$ cat src/rtl/tmr_evt_pkg.sv
package tmr_evt_pkg;
  localparam int CNT_W = 8;

  typedef enum logic [1:0] {
    MODE_IDLE  = 2'b00,
    MODE_CLOCK = 2'b01,
    MODE_EDGE  = 2'b10,
    MODE_GATED = 2'b11
  } tmr_mode_e;

  localparam logic [1:0] A_CTRL = 2'd0;
  localparam logic [1:0] A_PRE  = 2'd1;
  localparam logic [1:0] A_CNT  = 2'd2;
  localparam logic [1:0] A_FLAG = 2'd3;

  localparam int B_POL = 3;
  localparam int B_RUN = 4;
  localparam int B_IEN = 5;
  localparam logic [7:0] CTRL_MASK = 8'h3B;

  // Chooses whether this cycle is a counting opportunity.
  function automatic logic f_tick(input tmr_mode_e mode, input logic pol,
                                  input logic rise, input logic fall,
                                  input logic lvl);
    case (mode)
      MODE_CLOCK: f_tick = 1'b1;
      MODE_EDGE:  f_tick = pol ? fall : rise;
      MODE_GATED: f_tick = lvl ^ pol;
      default:    f_tick = 1'b0;
    endcase
  endfunction
endpackage

$ cat src/rtl/tmr_pin_sync.sv
module tmr_pin_sync #(
  parameter int STAGES = 2
) (
  input  logic clk,
  input  logic rst_n,
  input  logic pin_async,
  output logic pin_lvl,
  output logic pin_rise,
  output logic pin_fall
);
  localparam int LAST = STAGES - 1;

  logic [LAST:0] chain;
  logic          prev_q;

  generate
    for (genvar g = 0; g < STAGES; g++) begin : g_stage
      if (g == 0) begin : g_first
        always_ff @(posedge clk or negedge rst_n)
          if (!rst_n) chain[0] <= 1'b0;
          else        chain[0] <= pin_async;
      end else begin : g_next
        always_ff @(posedge clk or negedge rst_n)
          if (!rst_n) chain[g] <= 1'b0;
          else        chain[g] <= chain[g-1];
      end
    end
  endgenerate

  always_ff @(posedge clk or negedge rst_n)
    if (!rst_n) prev_q <= 1'b0;
    else        prev_q <= chain[LAST];

  assign pin_lvl  = chain[LAST];
  assign pin_rise = chain[LAST] & ~prev_q;
  assign pin_fall = ~chain[LAST] & prev_q;

  // a detected edge lasts a single cycle
  p_rise_single_r3: assert property (@(posedge clk) disable iff (!rst_n)
    pin_rise |=> !pin_rise);
  p_fall_single_r3: assert property (@(posedge clk) disable iff (!rst_n)
    pin_fall |=> !pin_fall);
endmodule

$ cat src/rtl/tmr_count_core.sv
module tmr_count_core #(
  parameter int W = 8
) (
  input  logic         clk,
  input  logic         rst_n,
  input  logic         run,
  input  logic         tick,
  input  logic         inhibit,
  input  logic         load_en,
  input  logic [W-1:0] load_val,
  input  logic [W-1:0] pre_val,
  output logic [W-1:0] count,
  output logic         ovf,
  output logic         inc
);
  localparam logic [W-1:0] TOP = {W{1'b1}};

  function automatic logic [W-1:0] f_next(input logic [W-1:0] c,
                                          input logic [W-1:0] p);
    f_next = (c == TOP) ? p : c + 1'b1;
  endfunction

  assign inc = run & tick & ~inhibit;
  assign ovf = inc & (count == TOP);

  always_ff @(posedge clk or negedge rst_n)
    if (!rst_n)       count <= '0;
    else if (load_en) count <= load_val;
    else if (inc)     count <= f_next(count, pre_val);

  // a stalled cycle leaves the count untouched
  p_stall_hold_r8: assert property (@(posedge clk) disable iff (!rst_n)
    (inhibit && !load_en) |=> $stable(count));
  // a stopped counter does not move unless loaded
  p_stop_hold_r2: assert property (@(posedge clk) disable iff (!rst_n)
    (!run && !load_en) |=> $stable(count));
endmodule

$ cat src/rtl/tmr_evt_top.sv
module tmr_evt_top
  import tmr_evt_pkg::*;
#(
  parameter int SYNC_STAGES = 2
) (
  input  logic             clk,
  input  logic             rst_n,
  input  logic             bus_sel,
  input  logic             bus_wr,
  input  logic [1:0]       bus_addr,
  input  logic [CNT_W-1:0] bus_wdata,
  output logic [CNT_W-1:0] bus_rdata,
  input  logic             ext_pin,
  output logic             irq_o,
  output logic             wake_o
);
  logic [CNT_W-1:0] ctrl_q, pre_q, count;
  logic             flag_q, wake_q;
  logic             lvl, rise, fall, tick, ovf, inc;
  logic             rd_cnt, wr_pre, wr_ctrl, wr_flag, inhibit, run, load_en;
  tmr_mode_e        mode;

  assign rd_cnt  = bus_sel & ~bus_wr & (bus_addr == A_CNT);
  assign wr_pre  = bus_sel &  bus_wr & (bus_addr == A_PRE);
  assign wr_ctrl = bus_sel &  bus_wr & (bus_addr == A_CTRL);
  assign wr_flag = bus_sel &  bus_wr & (bus_addr == A_FLAG);
  assign inhibit = rd_cnt | wr_pre;
  assign run     = ctrl_q[B_RUN];
  assign load_en = wr_pre & ~run;
  assign mode    = tmr_mode_e'(ctrl_q[1:0]);

  tmr_pin_sync #(.STAGES(SYNC_STAGES)) u_sync (
    .clk(clk), .rst_n(rst_n), .pin_async(ext_pin),
    .pin_lvl(lvl), .pin_rise(rise), .pin_fall(fall));

  assign tick = f_tick(mode, ctrl_q[B_POL], rise, fall, lvl);

  tmr_count_core #(.W(CNT_W)) u_core (
    .clk(clk), .rst_n(rst_n), .run(run), .tick(tick), .inhibit(inhibit),
    .load_en(load_en), .load_val(bus_wdata), .pre_val(pre_q),
    .count(count), .ovf(ovf), .inc(inc));

  always_ff @(posedge clk or negedge rst_n)
    if (!rst_n) begin
      ctrl_q <= '0;
      pre_q  <= '0;
      flag_q <= 1'b0;
      wake_q <= 1'b0;
    end else begin
      if (wr_ctrl) ctrl_q <= bus_wdata & CTRL_MASK;
      if (wr_pre)  pre_q  <= bus_wdata;
      if (ovf)          flag_q <= 1'b1;
      else if (wr_flag) flag_q <= bus_wdata[0];
      wake_q <= ovf & ~flag_q;
    end

  always_comb
    case (bus_addr)
      A_CTRL:  bus_rdata = ctrl_q;
      A_PRE:   bus_rdata = pre_q;
      A_CNT:   bus_rdata = count;
      default: bus_rdata = {{(CNT_W-1){1'b0}}, flag_q};
    endcase

  assign irq_o  = flag_q & ctrl_q[B_IEN];
  assign wake_o = wake_q;

  // an overflow always leaves the flag set
  p_flag_on_ovf_r5: assert property (@(posedge clk) disable iff (!rst_n)
    ovf |=> flag_q);
  // wake is a single-cycle pulse
  p_wake_single_r7: assert property (@(posedge clk) disable iff (!rst_n)
    wake_o |=> !wake_o);
  // wake only follows an overflow seen with a clear flag
  p_wake_cause_r7: assert property (@(posedge clk) disable iff (!rst_n)
    $rose(wake_o) |-> ($past(ovf) && !$past(flag_q)));
  // the idle mode never increments
  p_idle_mode_r11: assert property (@(posedge clk) disable iff (!rst_n)
    (mode == MODE_IDLE) |-> !inc);
endmodule

$ cat config.mk
export PLATFORM = sky130hd
export DESIGN_NAME = tmr_evt_top
export DESIGN_NICKNAME = d
export VERILOG_FILES = /design/src/rtl/tmr_evt_pkg.sv /design/src/rtl/tmr_pin_sync.sv /design/src/rtl/tmr_count_core.sv /design/src/rtl/tmr_evt_top.sv
export SDC_FILE = /design/constraint.sdc
export NUM_CORES = 1
export LEC_CHECK = 0
export BUFFER_PORTS_ARGS = -buffer_cell sky130_fd_sc_hd__buf_2
export CAP_MARGIN = 5
export CORE_AREA = 2 2 51 63
export CTS_CLUSTER_DIAMETER = 40
export DETAILED_ROUTE_END_ITERATION = 8
export DIE_AREA = 0 0 53 65
export MAX_ROUTING_LAYER = met4
export PLACE_DENSITY = 0.84
export REMOVE_ABC_BUFFERS = 1
export SLEW_MARGIN = 5
export SYNTH_ARGS = -nofsm -noshare
export SYNTH_HDL_FRONTEND = slang
export SYNTH_SLANG_ARGS = --single-unit
$ cat constraint.sdc
create_clock -name clk -period 2.6 [get_ports clk]
set_input_delay 0.52 -clock clk [delete_from_list [all_inputs] [get_ports clk]]
set_output_delay 0.52 -clock clk [all_outputs]
set_load 0.02 [all_outputs]
Word level (Yosys, flattened, before mapping)
Cells that the tools add are included.
{"block": "word_totals", "reg_bits": 26, "input_bits": 15, "output_inout_bits": 10}
{"block": "classes", "addsub": 1, "n_eq_ne": 7, "mux": 8, "bitwise_logic": 22, "reduce_logical": 3}
{"cell": "two-way mux 8 bit", "n": 3}
{"cell": "case mux 8 bit (3 select lines)", "n": 1}
{"cell": "bitwise AND 1 bit", "n": 14}
{"cell": "adder 8 x 1 -> 8 bit (second input constant)", "n": 1}
{"cell": "== test 2 bit (second input constant)", "n": 4}
{"cell": "== test 8 bit (second input constant)", "n": 1}
{"cell": "inverter 1 bit", "n": 6}
{"cell": "== test 2 x 1 -> 1 bit (second input constant)", "n": 2}
{"cell": "nonzero test 2 bit", "n": 2}
{"cell": "two-way mux 1 bit", "n": 3}
{"cell": "case mux 1 bit (3 select lines)", "n": 1}
{"cell": "logical NOT 2 bit", "n": 1}
{"cell": "OR 1 bit", "n": 1}
{"cell": "bitwise XOR 1 bit", "n": 1}

Depth between registers and ports, before layout
Gate-level depths: netlist of the first run.
{"block": "depth", "depth_word": 8, "ltp_mapped": 7, "ltp_nobuf": 6}

Cells and area by module
Synthesis of the first run repeated with hierarchy kept, for this count alone.
{"block": "unflattened", "hier_cells": 142, "hier_area_um2": 1488.9}
{"module": "tmr_evt_top", "n_inst": 1, "cells_each": 68, "area_per_inst_um2": 822.0, "seq_area_each_um2": 375.4}
{"module": "tmr_count_core", "n_inst": 1, "cells_each": 69, "area_per_inst_um2": 576.8, "seq_area_each_um2": 200.2}
{"module": "tmr_pin_sync", "n_inst": 1, "cells_each": 5, "area_per_inst_um2": 90.1, "seq_area_each_um2": 75.1}

Least setup slack after synthesis of the first run
No wires, ideal clock.
{"block": "synth_timing", "kind": "input-to-output", "from": "input bus_addr[0]", "to": "output bus_rdata[0]", "arrival_time_ns": 1.336, "required_time_ns": 2.080, "setup_slack_ns": 0.744, "path_stages": 2, "n_path_buf": 1, "cell_sequence": "buf_4 -> mux4_1"}
{"block": "synth_via", "elab_chain_len": 2, "elab_cells_between_ends": 4}
{"element": "from (decl)", "line": "tmr_evt_top.sv:10", "text": "input logic [1:0] bus_addr,"}
{"element": "== test 2 bit, or another cell as far along", "line": "tmr_evt_top.sv:58", "text": "case (bus_addr)"}
{"element": "case mux 8 bit (3 select lines) *", "line": "tmr_evt_top.sv:58"}
{"element": "to (decl)", "line": "tmr_evt_top.sv:12", "text": "output logic [CNT_W-1:0] bus_rdata,"}
Every way passes the cells marked *; elsewhere a longest branch is shown, timed or not.

Worst setup path after layout of the first run
{"block": "layout_timing", "from": "register u_core.count[0]", "to": "register u_core.count[3]"}
{"block": "layout_via", "elab_chain_len": 4, "elab_cells_between_ends": 5}
{"element": "from (decl)", "line": "tmr_count_core.sv:12", "text": "output logic [W-1:0] count,"}
{"element": "from (signal assigned)", "line": "tmr_count_core.sv:28", "text": "else if (load_en) count <= load_val;"}
{"element": "from (signal assigned)", "line": "tmr_count_core.sv:29", "text": "else if (inc) count <= f_next(count, pre_val);"}
{"element": "adder 8 x 1 -> 8 bit / == test 8 bit (equally long branches)", "line": "tmr_count_core.sv:20", "text": "f_next = (c == TOP) ? p : c + 1'b1;"}
{"element": "two-way mux 8 bit *", "line": "tmr_count_core.sv:20"}
{"element": "two-way mux 8 bit *", "line": "tmr_count_core.sv:29"}
{"element": "two-way mux 8 bit *", "line": "tmr_count_core.sv:28"}
Every way passes the cells marked *; elsewhere a longest branch is shown, timed or not. The select of a mux whose other input is x is not followed.
A chain may end at the register's enable or synchronous reset.

==> results of run 1 <==
## synthesized netlist by cell type, types with 2 or more instances
cell      instances
nor3_1            2
a22o_1            5
nand3_1           2
nand2_1          12
and3_1            2
o21ai_0           4
buf_2             2
inv_1             3
a21oi_1           5
o211ai_1          2
mux2_2           14
nor2_1            6
nor2b_1           3
and4_1            3
nand4_1           2
dfrtp_1          26
a31oi_1           3
and2_1            3
mux2i_1           8
## power breakdown
| group | total, uW | internal [uW] | switching (uW) |
|---|---|---|---|
| clock network | 170 | 54.5 | 115 |
| logic | 490 | 241 | 249 |
| registers | 643 | 508 | 135 |
## per-stage QoR
step,instances,utilization [%]
global placement,190,56.9
CTS,193,57.7
global route,193,57.7
floorplan,128,-
detailed placement,190,56.9
finish,193,57.7
## final cells by class
cell class                      count  share of cell area (%)
Sequential cell                    26                    39.0
Inverter                            3                   0.676
Clock buffer                        3                    1.35
Timing Repair Buffer               26                    8.11
Multi-Input combinational cell     99                    48.1
Tap cell                           36                    2.70
## path summary, 6_finish.rpt
kind,start,end,slack (ns),depth (start not counted)
max in group asynchronous,rst_n,u_core.count[0],2.07,1
worst max-delay path,u_core.count[0],u_core.count[3],0.44,6
worst min-delay path,rst_n,pre_q[0],0.17,1
worst min register to register,u_sync.chain[0],u_sync.pin_lvl,0.38,0
worst max register to register,u_core.count[0],u_core.count[3],0.44,6
min in group clk,ext_pin,u_sync.chain[0],0.29,1
## metal layers
layer	vias to the layer above	wire [um]	part of all wire [%]
li1	553	-	-
met1	599	1310	41
met2	33	1700	53
met3	9	123	3.8
met4	0	64	2.0
met5	-	0	0
## logic make-up after synthesis
family | share of synthesized area, %
buffers and inverters | 2.93
DFF | 43.5
adders and majority gates | 0.836
AOI/OAI and AO/OA | 13.9
and+or+nand+nor | 20.7
xor gates and xnor gates | 0.585
muxes | 17.6
## worst max-delay path, delay by kind of cell (launching register included)
family	cells	cell delay [ns]
muxes	2	0.50
DFF	1	0.49
AOI/OAI and AO/OA	1	0.07
and+or+nand+nor	2	0.64
adders and majority gates	1	0.33
## registers in the layout (all words and copies together), names as in the netlist
name	cells
ctrl_q	5
u_core.count	8
u_sync.chain	1
flag_q	1
u_sync.prev_q	1
pre_q	8
u_sync.pin_lvl	1
wake_o	1
## placed cells by master (no fill, tap or decap), types with 2 or more instances in the layout
master    count
inv_1         3
clkbuf_4      3
nor2b_1       3
nand4_1       2
buf_4         2
a22o_1        5
mux2_2       14
and4_1        3
buf_2        24
nand2_1      12
nor3_1        2
a31oi_1       3
and3_1        2
and2_1        3
o21ai_0       4
dfrtp_1      26
nor2_1        6
nand3_1       2
mux2i_1       8
a21oi_1       5
o211ai_1      2
==> metrics.yaml, run 1 <==
outcome:
  status: "finished, final reports clean"
logic_synthesis:
  synth_top_area_share_pct: 43.5
  seq_area_frac_synth_pct: 43.5
  synth_area_leaders: "dfrtp_1, mux2_2, mux2i_1"
  ys.flop_type: "dfrtp_1"
  yosysTopAreaCell: "dfrtp_1"
  synth_edf_count: 0
  netlist_instances: 133
  synth_cell_types: 45
  synth.avg_cell_area_um2: 11.3
  synth_warnings: 0
  async_flop_share_pct: 100
  synth_seq_cells: 26
  syn_area_mm2: 0.00150
final_layout:
  fillerInstances: 246
  drive_gt1_share_pct: 32.5
  final_nets: 175
  fin_area_mm2: 0.00167
  multiInputGateArea_um2: 802
  register_area_um2: 651
  antenna_cells: 0
  syn_to_final_growth_pct: 11.4
worst_setup_path:
  slowest_delay_ns: 0.49
  worstPathCellList: "ha_1 -> and4_1 -> and3_1 -> mux2_2 -> mux2i_1 -> o21ai_1"
  cp_slowest_cell: "dfrtp_1"
  worst_ep_arrival_time_ns: 2.37
  crit_path_end_kind: "flop"
  cp_max_fo: 7
  critPathRequiredTime_ns: 2.80
  worstSetupPathType: "reg2reg"
  cp-start-kind: "flop"
routing:
  wl_um: 3210
  vias_per_cell: 6.19
  drtIter0Drc: 47
  first_pass_iters: 4
  ant_nets: 0
  route.detailed.drc: 0
  vias: 1194
  routedWlPerCell_um: 16.6
global_routing:
  grt_pass1_vias: 1220
  grt_start_max_net_pins: 27
  busiest_layer: "met2"
  grtUsageMet3_pct: 2.30
  grtUsageMet1_pct: 27.7
  use_met2_pct: 35.2
  gr-total-overflow: 0
  grt_pass1_wl_um: 5470
  antenna_found_initial: 0
  gr-usage-all-layers_pct: 22.0
clocking:
  clk_pin_slew_ns: 0.13
  h-tree-depth: 1
  ctsLongestPathBuffers: 2
  tritoncts: "done"
  cts_buffers: 3
  cts_hold_buf: 0
  clock_latency_ns: 0.32
  ctsResizeCount: 0
  cts_setup_buffers: 0
  cts.sinks: 26
  root_buffer: "clkbuf_4"
floorplan:
  die_y_um: 65
  row_count: 22
  dieArea_mm2: 0.00345
  io-pin-count: 25
  core_mm2: 0.00289
  die_x_um: 53
  floorplan.initialDensity_pct: 51.8
hold_path:
  hp-class: "in2async"
placement:
  place_ws_ns: 0.456
  gp_congestion: 0.904
  hpwl_um: 2370
  io_buffers: 24
  postPlaceCellArea_mm2: 0.00164
timing:
  fin_skew_ns: 0.00194
  finalCritPeriodShare_pct: 83.2
  setup-tns-final_ns: 0
  final_max_slew_viol_count: 0
  min_period_ns: 2.16
  worst_pin_slew_ns: 0.616
  finalHoldViolations: 0
  rsz0062_at_grt: "false"
  hold-worst-slack_ns: 0.165
  timing.final.ws_setup_ns: 0.436
  fmax_mhz: 462
  setup_violations: 0
  relSlewSlack_pct: 58.8
power:
  power.density_mw_per_mm2: 782
  peakVddDrop_mv: 0.460
  power_leakage_uw: 0.000760
  finalPower_uw: 1300
job:
  cap_violations: 0
Power figures use the tool's default switching activity.
==> inputs of run 2 (changes only) <==
clock period = 2.1 ns   (was 2.6 ns; I/O delays follow)
==> run 2 against run 1 <==
Effect of this change: flip-flop and latch count stayed put; die area stayed put; total power is 25% higher; critical endpoint is now bus_rdata[0]; highest routed layer unchanged.
==> metrics.yaml, run 2 (synthesized netlist as in run 1, its figures left out) <==
outcome:
  status: "finished, final reports clean"
final_layout:
  drive_gt1_share_pct: 35.2  # +2.7 points
  fillerInstances: 254  # +3.3%
  antenna_cells: 0  # unchanged
  final_cells: 198  # +2.6%
  final_common_cell: "dfrtp_1"
  reg_top3: "pre_q: 8 flops, u_core.count: 8 flops, ctrl_q: 5 flops"
  final_nets: 180  # +2.9%
  final_cell_mix: "dfrtp_1, buf_2, mux2_2"
  syn_to_final_growth_pct: 14.0
power:
  power_leakage_uw: 0.000784  # +3.2%
  peakVddDrop_mv: 0.620  # +35%
  finalPower_uw: 1630  # +25%
  power.density_mw_per_mm2: 954  # +22%
floorplan:
  die_y_um: 65  # unchanged
  floorplan.initialDensity_pct: 51.8  # unchanged
  row_count: 22  # unchanged
  die_x_um: 53  # unchanged
  dieArea_mm2: 0.00345  # unchanged
  core_mm2: 0.00289  # unchanged
  io-pin-count: 25  # unchanged
routing:
  vias_per_cell: 6.18  # -0.16%
  routedWlPerCell_um: 16.1  # -2.9%
  ant_nets: 0  # unchanged
  route.detailed.drc: 0  # unchanged
  first_pass_iters: 4  # unchanged
  vias: 1223  # +2.4%
  wl_um: 3190  # -0.41%
  drtIter0Drc: 50  # +6.4%
worst_setup_path:
  cp_slowest_cell: "mux4_1"
  crit_family: "multiplexers"
  reg2regPathDepth: 6  # unchanged
  reg2reg_from: "u_core.count[0]"
  ff2ff_setup_slack_ns: 0.22  # -0.22 ns
  critPathRequiredTime_ns: 1.68  # -1.12 ns
  cp.depth: 2  # -4
  worstPathCellList: "mux4_1 -> buf_2"
  crit_path_end_kind: "output pin"
  slowest_delay_ns: 0.50  # about the same
  cp_max_fo: 7  # unchanged
  worstSetupPathType: "reg2out"
  cp-start-kind: "flop"
  r2r_end: "u_core.count[3]"
  path_buf_inv: 1  # +1
  worst_ep_arrival_time_ns: 1.47  # -0.90 ns
placement:
  io_buffers: 24  # unchanged
  gp_congestion: 0.941  # +4.1%
  hpwl_um: 2430  # +2.3%
  dp_cells: 195  # +2.6%
clocking:
  ctsLongestPathBuffers: 2  # unchanged
  root_buffer: "clkbuf_4"
  cts_buffers: 3  # unchanged
  clock_latency_ns: 0.33  # about the same
  tritoncts: "done"
  cts.sinks: 26  # unchanged
  cts_hold_buf: 0  # unchanged
  clk_pin_slew_ns: 0.13  # about the same
  h-tree-depth: 1  # unchanged
job:
  cap_violations: 0  # unchanged
timing:
  finalHoldViolations: 0  # unchanged
  final_max_slew_viol_count: 0  # unchanged
  relSlewSlack_pct: 62.2  # +3.4 points
  setup_violations: 0  # unchanged
  worst_pin_slew_ns: 0.567  # -0.0489 ns
  finalCritPeriodShare_pct: 90.2
  rsz0062_at_grt: "false"
  fmax_mhz: 528
  min_period_ns: 1.89
  fin_skew_ns: 0.00571  # +0.00377 ns
  setup-tns-final_ns: 0  # unchanged
global_routing:
  gr-usage-all-layers_pct: 22.7  # +0.65 points
  antenna_found_initial: 0  # unchanged
  grt_start_max_net_pins: 27  # unchanged
  grt_pass1_wl_um: 5650  # +3.3%
  grt_pass1_vias: 1254  # +2.8%
  gr-total-overflow: 0  # unchanged
hold_path:
  hp-class: "in2async"
run 2: cell types whose count changed in the layout (fill, tap and decap cells not counted), sizes merged:
| cell | delta |
|---|---|
| buf | +5 |
run 2: cell type report:
cell class | instances | area (um^2) | share of cell area [%]
tap | 36 | 45.0 | 2.64
inverter | 3 | 11.3 | 0.660
timing repair buffer | 31 | 173 | 10.1
sequential | 26 | 651 | 38.2
clock buffer | 3 | 22.5 | 1.32
multi-input combinational | 99 | 803 | 47.1
run 2: worst reg2reg max path, stage by stage, from the launching register on:
cell	delay [ns]
dfrtp_1	0.49
ha_1	0.20
and4_1	0.25
and3_2	0.29
mux2_2	0.35
mux2i_1	0.13
o21ai_1	0.07
run 2: how the worst max path moves through the flow:
stage                          from  slack (ns)              end
CTS                 u_core.count[0]        0.15  u_core.count[3]
floorplan           u_core.count[0]        0.27  u_core.count[3]
global route        u_core.count[0]        0.06  u_core.count[3]
global placement    u_core.count[0]        0.20  u_core.count[3]
finish              u_core.count[0]        0.21     bus_rdata[0]
detailed placement  u_core.count[0]        0.17  u_core.count[3]
run 2: metal layers:
metal  up-vias  wire length [um]  global-route usage, %  share of wire [%]
met3        13               113                   1.38                3.5
met2        41              1680                   35.6                 53
li1        560                 -                      -                  -
met4         0               131                   11.9                4.1
met5         -                 0                      -                  0
met1       609              1260                   29.3                 40
run 2: metrics by stage:
| stage | setup slack, ns | hold slack (ns) | utilization, % | cell area (um^2) |
|---|---|---|---|---|
| floorplan | 0.273 | 0.124 | - | 1460 |
| global placement | 0.198 | 0.343 | 58.2 | 1680 |
| detailed placement | 0.167 | 0.360 | 58.2 | 1680 |
| CTS | 0.148 | 0.0792 | 59.0 | 1700 |
| global route | 0.0637 | 0.104 | 59.0 | 1710 |
| finish | 0.205 | 0.0642 | 59.0 | 1710 |
run 2: power breakdown:
group          total, uW  switching (uW)  internal [uW]
clock                211             144           67.5
combinational        617             304            313
sequential           798             169            629
total               1630             617           1010
run 2: what timing repair did:
item / 4_1_cts / 5_1_grt
endpoints found under the setup margin: 0 / 1
gates resized for setup: 0 / 1
buffers inserted: 0 / 0
